[src/rtl/ovc_pkg.sv]
package ovc_pkg;
    typedef enum logic [1:0] {
        ST_IDLE  = 2'd0,
        ST_QUAL  = 2'd1,
        ST_LATCH = 2'd2
    } ovc_state_e;
endpackage

[src/rtl/ovc_sync.sv]
module ovc_sync #(
    parameter int W = 3
) (
    input  logic         clk,
    input  logic         rst_n,
    input  logic [W-1:0] d_in,
    output logic [W-1:0] d_out
);
    logic [W-1:0] meta_q;
    logic [W-1:0] sync_q;

    always_ff @(posedge clk or negedge rst_n) begin
        if (!rst_n) begin
            meta_q <= '0;
            sync_q <= '0;
        end else begin
            meta_q <= d_in;
            sync_q <= meta_q;
        end
    end

    assign d_out = sync_q;
endmodule

[src/rtl/ovc_qual_timer.sv]
module ovc_qual_timer #(
    parameter int CNT_W = 16
) (
    input  logic             clk,
    input  logic             rst_n,
    input  logic [CNT_W-1:0] dly_cfg,
    input  logic             run,
    output logic             done
);
    logic [CNT_W-1:0] limit_q;
    logic             loaded_q;
    logic [CNT_W-1:0] cnt_q;

    // limit captured once, in the first clock after reset
    always_ff @(posedge clk or negedge rst_n) begin
        if (!rst_n) begin
            limit_q  <= '0;
            loaded_q <= 1'b0;
        end else if (!loaded_q) begin
            limit_q  <= dly_cfg;
            loaded_q <= 1'b1;
        end
    end

    always_ff @(posedge clk or negedge rst_n) begin
        if (!rst_n) begin
            cnt_q <= '0;
        end else if (!run) begin
            cnt_q <= '0;
        end else if (!done) begin
            cnt_q <= cnt_q + 1'b1;
        end
    end

    assign done = run && (cnt_q >= limit_q);
endmodule

[src/rtl/ovc_bleed_ctl.sv]
module ovc_bleed_ctl #(
    parameter int NCELL = 3
) (
    input  logic             clk,
    input  logic             rst_n,
    input  logic             latched,
    input  logic             entering,
    input  logic             flush,
    input  logic [NCELL-1:0] trip_s,
    input  logic [NCELL-1:0] rel_ok,
    input  logic             mon_active,
    output logic [NCELL-1:0] bleed_en
);
    logic [NCELL-1:0] hot_q;

    for (genvar i = 0; i < NCELL; i++) begin : g_cell
        always_ff @(posedge clk or negedge rst_n) begin
            if (!rst_n) begin
                hot_q[i] <= 1'b0;
            end else if (flush) begin
                hot_q[i] <= 1'b0;
            end else if (rel_ok[i]) begin
                hot_q[i] <= 1'b0;
            end else if ((entering || latched) && trip_s[i]) begin
                hot_q[i] <= 1'b1;
            end
        end
        assign bleed_en[i] = hot_q[i] && !mon_active;
    end
endmodule

[src/rtl/ovc_supervisor.sv]
module ovc_supervisor #(
    parameter int NCELL = 3,
    parameter int CNT_W = 16
) (
    input  logic             clk,
    input  logic             rst_n,
    input  logic [CNT_W-1:0] dly_cfg,
    input  logic [NCELL-1:0] trip_raw,
    input  logic [NCELL-1:0] rel_ok,
    input  logic             dsg_start,
    input  logic             mon_active,
    input  logic             remote_on,
    output logic             chg_off,
    output logic             dsg_off,
    output logic [NCELL-1:0] bleed_en
);
    import ovc_pkg::*;

    ovc_state_e       state_q, state_d;
    logic [NCELL-1:0] trip_sync;
    logic             qual_done;
    logic             any_trip;
    logic             all_rel;
    logic             latched;
    logic             entering;
    logic             flush;

    ovc_sync #(.W(NCELL)) u_sync (
        .clk   (clk),
        .rst_n (rst_n),
        .d_in  (trip_raw),
        .d_out (trip_sync)
    );

    assign any_trip = |trip_sync;
    assign all_rel  = &rel_ok;

    ovc_qual_timer #(.CNT_W(CNT_W)) u_timer (
        .clk     (clk),
        .rst_n   (rst_n),
        .dly_cfg (dly_cfg),
        .run     ((state_q == ST_QUAL) && any_trip),
        .done    (qual_done)
    );

    // state register
    always_ff @(posedge clk or negedge rst_n) begin
        if (!rst_n) state_q <= ST_IDLE;
        else        state_q <= state_d;
    end

    // transitions
    always_comb begin
        state_d = state_q;
        unique case (state_q)
            ST_IDLE:  if (any_trip) state_d = ST_QUAL;
            ST_QUAL: begin
                if (!any_trip)      state_d = ST_IDLE;   // abort
                else if (qual_done) state_d = ST_LATCH;  // latch
            end
            ST_LATCH: begin
                if (dsg_start)      state_d = ST_IDLE;   // cancel
                else if (all_rel)   state_d = ST_IDLE;   // release
            end
            default:                state_d = ST_IDLE;
        endcase
    end

    // outputs
    always_comb begin
        latched  = (state_q == ST_LATCH);
        entering = (state_q == ST_QUAL) && (state_d == ST_LATCH);
        flush    = latched && (state_d != ST_LATCH);
        chg_off  = latched || !remote_on;
        dsg_off  = !remote_on;
    end

    ovc_bleed_ctl #(.NCELL(NCELL)) u_bleed (
        .clk        (clk),
        .rst_n      (rst_n),
        .latched    (latched),
        .entering   (entering),
        .flush      (flush),
        .trip_s     (trip_sync),
        .rel_ok     (rel_ok),
        .mon_active (mon_active),
        .bleed_en   (bleed_en)
    );
endmodule

[config.mk]
export PLATFORM = sky130hd
export DESIGN_NAME = ovc_supervisor
export DESIGN_NICKNAME = d
export VERILOG_FILES = /design/src/rtl/ovc_pkg.sv /design/src/rtl/ovc_sync.sv /design/src/rtl/ovc_qual_timer.sv /design/src/rtl/ovc_bleed_ctl.sv /design/src/rtl/ovc_supervisor.sv
export SDC_FILE = /design/constraint.sdc
export NUM_CORES = 1
export LEC_CHECK = 0
export ABC_CLOCK_PERIOD_IN_PS = 3220
export BUFFER_PORTS_ARGS = -buffer_cell sky130_fd_sc_hd__clkbuf_2
export CORE_ASPECT_RATIO = 0.6
export CORE_MARGIN = 2
export CORE_UTILIZATION = 36
export DETAILED_ROUTE_END_ITERATION = 8
export PLACE_DENSITY = 0.5
export SYNTH_ARGS = -nofsm -noshare
export SYNTH_HDL_FRONTEND = slang
export SYNTH_HIERARCHICAL = 1
export SYNTH_SLANG_ARGS = --single-unit
[constraint.sdc]
create_clock -name clk -period 3.22 [get_ports clk]
set_input_delay 0.483 -clock clk [delete_from_list [all_inputs] [get_ports clk]]
set_output_delay 0.483 -clock clk [all_outputs]
set_load 0.1 [all_outputs]
Yosys cells after proc, flatten, opt, wreduce, memory -nomap -nowiden
Index checks and enable logic that the tools add are counted.
{"block": "totals", "reg_bits": 44, "word_cells": 53, "input_bits": 27, "out_inout_bits": 5}
{"block": "op_classes", "muxes": 17, "reduce_logical": 20, "n_lt_le_gt_ge": 1, "eq_ne": 5, "addsub": 1}
{"cell": "$mux W16", "count": 2}
{"cell": "$add A16 B1 Y16 const B", "count": 1}
{"cell": "$ge A16 B16 Y1", "count": 1}
{"cell": "$logic_and A1 B1 Y1", "count": 10}
{"cell": "$mux W2", "count": 5}
{"cell": "$mux W1", "count": 9}
{"cell": "$reduce_bool A3 Y1", "count": 3}
{"cell": "$pmux W2 S3", "count": 1}
{"cell": "$eq A2 B2 Y1 const B", "count": 2}
{"cell": "$ne A2 B2 Y1 const B", "count": 2}
{"cell": "$reduce_and A3 Y1", "count": 1}
{"cell": "$reduce_or A3 Y1", "count": 1}
{"cell": "$eq A2 B1 Y1 const B", "count": 1}
{"cell": "$logic_not A1 Y1", "count": 2}
{"cell": "$logic_not A2 Y1", "count": 1}
{"cell": "$logic_or A1 B1 Y1", "count": 2}

Depth between registers and ports, before layout
{"block": "logic_depth", "depth_word": 13, "mapped_depth": 13}

By module
The synthesis kept the hierarchy.
{"mod": "ovc_qual_timer", "area_per_inst_um2": 1883.1, "n_inst": 1, "cells_per_inst": 187}
{"mod": "ovc_sync", "area_per_inst_um2": 150.1, "n_inst": 1, "cells_per_inst": 6}
{"mod": "ovc_bleed_ctl", "area_per_inst_um2": 145.1, "n_inst": 1, "cells_per_inst": 15}
{"mod": "ovc_supervisor", "area_per_inst_um2": 130.1, "n_inst": 1, "cells_per_inst": 15}

Worst setup path after synthesis
No wires, ideal clock.
{"block": "synth_timing", "kind": "input to output", "from": "input port mon_active", "to": "output port bleed_en[0]", "n_path_buf": 0, "stages": 1, "arrival_ns": 1.818, "path_slack_ns": 0.919, "cell_sequence": "nor2b_1"}
{"block": "synth_via", "elab_chain_cells": 2}
{"element": "start: declaration", "line_no": "ovc_supervisor.sv:11", "text": "input logic mon_active,"}
{"element": "$logic_not A1 Y1", "line_no": "ovc_bleed_ctl.sv:28", "text": "assign bleed_en[i] = hot_q[i] && !mon_active;"}
{"element": "$logic_and A1 B1 Y1", "line_no": "ovc_bleed_ctl.sv:28"}
{"element": "end: declaration", "line_no": "ovc_supervisor.sv:15", "text": "output logic [NCELL-1:0] bleed_en"}
No other way between the ends.

Final worst setup path
{"block": "layout_timing", "from": "register u_timer.cnt_q[2]", "to": "register u_timer.cnt_q[9]"}
{"block": "layout_via", "elab_chain_cells": 3}
{"element": "start: declaration", "line_no": "ovc_qual_timer.sv:12", "text": "logic [CNT_W-1:0] cnt_q;"}
{"element": "start signal: assignment", "line_no": "ovc_qual_timer.sv:31", "text": "cnt_q <= cnt_q + 1'b1;"}
{"element": "$add A16 B1 Y16 or $ge A16 B16 Y1 (tied branches)", "line_no": "ovc_qual_timer.sv:31, ovc_qual_timer.sv:35"}
{"element": "$mux W16 or $logic_and A1 B1 Y1 (tied branches)", "line_no": "ovc_qual_timer.sv:30, ovc_qual_timer.sv:35"}
{"element": "$mux W16 or $ne A2 B2 Y1 (tied branches)"}
Parallel ways exist; a longest one is shown, timed or not. The select of a mux whose other input is x is not followed.
A chain may end at the register's enable or synchronous reset.

==> metrics <==
Worst R2R Setup Slack 840 ps; number of global-route vias before repair about 1,700; Vias per Instance just under 5; number of antenna violations at the first check in global routing 0; antenna viol nets, final 0; Detailed Place HPWL ~3400 um; via count roughly 1,700; FP Rows 22; Die X approximately 110 um; Total GRT Usage 0.147; commonest non-fill, non-tap cell in the layout dfrtp_1; Syn Area/Cell approximately 10 um2; hold bufs inserted after CTS 0; Clock Tree Root clkbuf_8; post-synth net total approximately 270; H-tree depth 2; clock buffer count from CTS 5; leading area contributor after synthesis dfrtp_1; warnings from Yosys 6; clk sinks 44; Resized Gates After CTS 0; Post-Route WL 4560 um; maxcap violations 0; Post-Syn Instances 223; status finished clean; # DRC 0; flops & latches, synth 44; clk buf depth 2; r2r worst-path depth 8; Finished Layout Cells around 340; Worst VDD drop around 160 uV; RSZ-0062 raised after global routing no; Initial DRC Count between 70 and 80; WP data required ~3400 ps; Worst EP arrival approximately 2600 ps; placed cells around 330; post-route clock period utilization 0.740; startpoint types flip-flop; clk_lat worst skew around 300 ps; number of flops mapped to enable cells by yosys 0; Worst-path clk slew 80 ps; CTS tree done; Remaining Overflow, GRT 0; number of I/O pins 32; DR WL/cell around 13 um; Final Util 0.429; WS Path Type flip-flop to flip-flop; clock skew 7.40 ps; share of layout cells above drive strength 1 0.241; full die area roughly 7100 um2; Final Max Tran Viols 0; Synth cell types 39; Synth top area share 0.477; most frequent cells in the layout 44 x dfrtp_1, 31 x clkbuf_2, 23 x inv_1; DRT Pass-1 Iters 5; post-CTS setup buffers 0; Mapped Area around 2300 um2; Crit. End Element flip-flop; ys async rst share 1.00; final setup violation count 0; global-route wire length before repair 7900 um; minimum clock period 2380 ps; NumNets Final 301; Synth Flop Type dfrtp_1; leakage power 0.00125 uW; Pwr Density around 460 nW/um2; initial cell density of the core 0.374; worst r2r src u_timer/cnt_q[2]; largest net degree at the start of global routing 34; Setup Total Neg Slack 0 ps; Fin. Hold Viols 0; Core Region 6170 um2; CP Max Fanout 20; Port Buf Inserts 31; die height between 60 and 70 um; ant diodes 0; type of the worst min-delay path input port to asynchronous set/reset pin; slew margin rel. 0.448; FF-to-FF End u_timer/cnt_q[9]; sequential share of the synthesized area 0.477; worst slew pin tran 828 ps; FMAX ~420 MHz; largest cells by area after synthesis dfrtp_1 48%, ha_1 9.2%, mux2_2 7.8%; GPL Wtd Cong between 0.7 and 0.8; Syn-to-layout area delta 14.7%
==> flip-flops by register name, indices dropped and copies added, names as in the netlist <==
register,flops
u_timer/cnt_q,16
u_timer/limit_q,16
u_bleed/hot_q,3
u_sync/d_out,3
u_sync/meta_q,3
state_q,2
u_timer/loaded_q,1
==> through the flow <==
step                power, uW  area (um2)  hold slack (ps)  setup WS (ps)
finish                   1210        2650              266            838
global route             1300        2650              279            663
CTS                      1230        2650              281            845
detailed placement        850        2550              336            850
global placement          845        2550              333            931
floorplan                 775        2310              187            919
==> cell type report <==
type                       instances  area [um2]
sequential                        44        1100
timing repair buffer              34         178
fill                             642        3520
inverter                          23        86.3
tap                               84         105
clock buffer                       7        96.3
multi-input combinational        149        1080
==> cells by family (layout without fill, tap and decap cells) <==
family | after synthesis | count (layout) | synth area share
AO/OA/AOI/OAI | 45 | 45 | 0.115
adder cells (fa/ha/maj) | 17 | 17 | 0.0921
multiplexers | 18 | 18 | 0.0867
AND/OR/NAND/NOR | 67 | 67 | 0.169
flip-flops | 44 | 44 | 0.477
other | 1 | 1 | 0.00162
XOR/XNOR | 1 | 1 | 0.00379
buffers and inverters | 30 | 64 | 0.0547
==> worst max-delay path: stages (launching register included) <==
cell      delay [ps]
dfrtp_1          450
ha_1             320
a211oi_1         220
o21ai_1           90
a21oi_1          230
o21ai_1          110
buf_4            210
or4_1            520
a21oi_1          150
==> cells in the mapped netlist (2+ instances only) <==
library cell   n
nand4_1        2
mux2_2        16
clkbuf_1       2
nand4_2        2
nor3_1         5
dfrtp_1       44
o21ai_1        2
ha_1          17
or3_1          4
inv_1         23
and2_1         2
a211oi_1       4
nand3_1        4
nand2_1       15
o21ai_0        9
a21oi_1       19
mux2i_1        2
o31ai_1        7
nor2_1        11
nor2b_1        4
nand2b_1       2
buf_2          2
or4_1          7
nor4_1         3
==> report_power, final <==
group	internal, uW	switching, uW	leakage [uW]
Clock	191	185	0.0000503
Sequential	595	46.7	0.000552
Combinational	81.5	113	0.000651
Total	868	345	0.00125
==> routing by layer <==
layer  up-vias  global-route usage  part of all wire
met5         -                   0                 0
met3         5              0.0335             0.038
met1       795               0.216              0.56
met4         0              0.0433             0.010
li1        863                   -                 -
met2        29               0.214              0.39
==> how the worst max path moves through the flow <==
stage / from / end / slack (ps) / depth (start not counted)
2_1_floorplan: mon_active / bleed_en[0] / 920 / 1
5_1_grt: u_timer/cnt_q[5] / u_bleed/hot_q[0] / 660 / 11
3_5_place_dp: u_timer/cnt_q[2] / u_timer/cnt_q[5] / 850 / 8
3_3_place_gp: u_timer/cnt_q[2] / u_timer/cnt_q[7] / 930 / 8
6_report: u_timer/cnt_q[2] / u_timer/cnt_q[9] / 840 / 8
4_1_cts: u_timer/cnt_q[2] / u_timer/cnt_q[9] / 840 / 8
No activity file was read; power rests on OpenSTA's default activity.
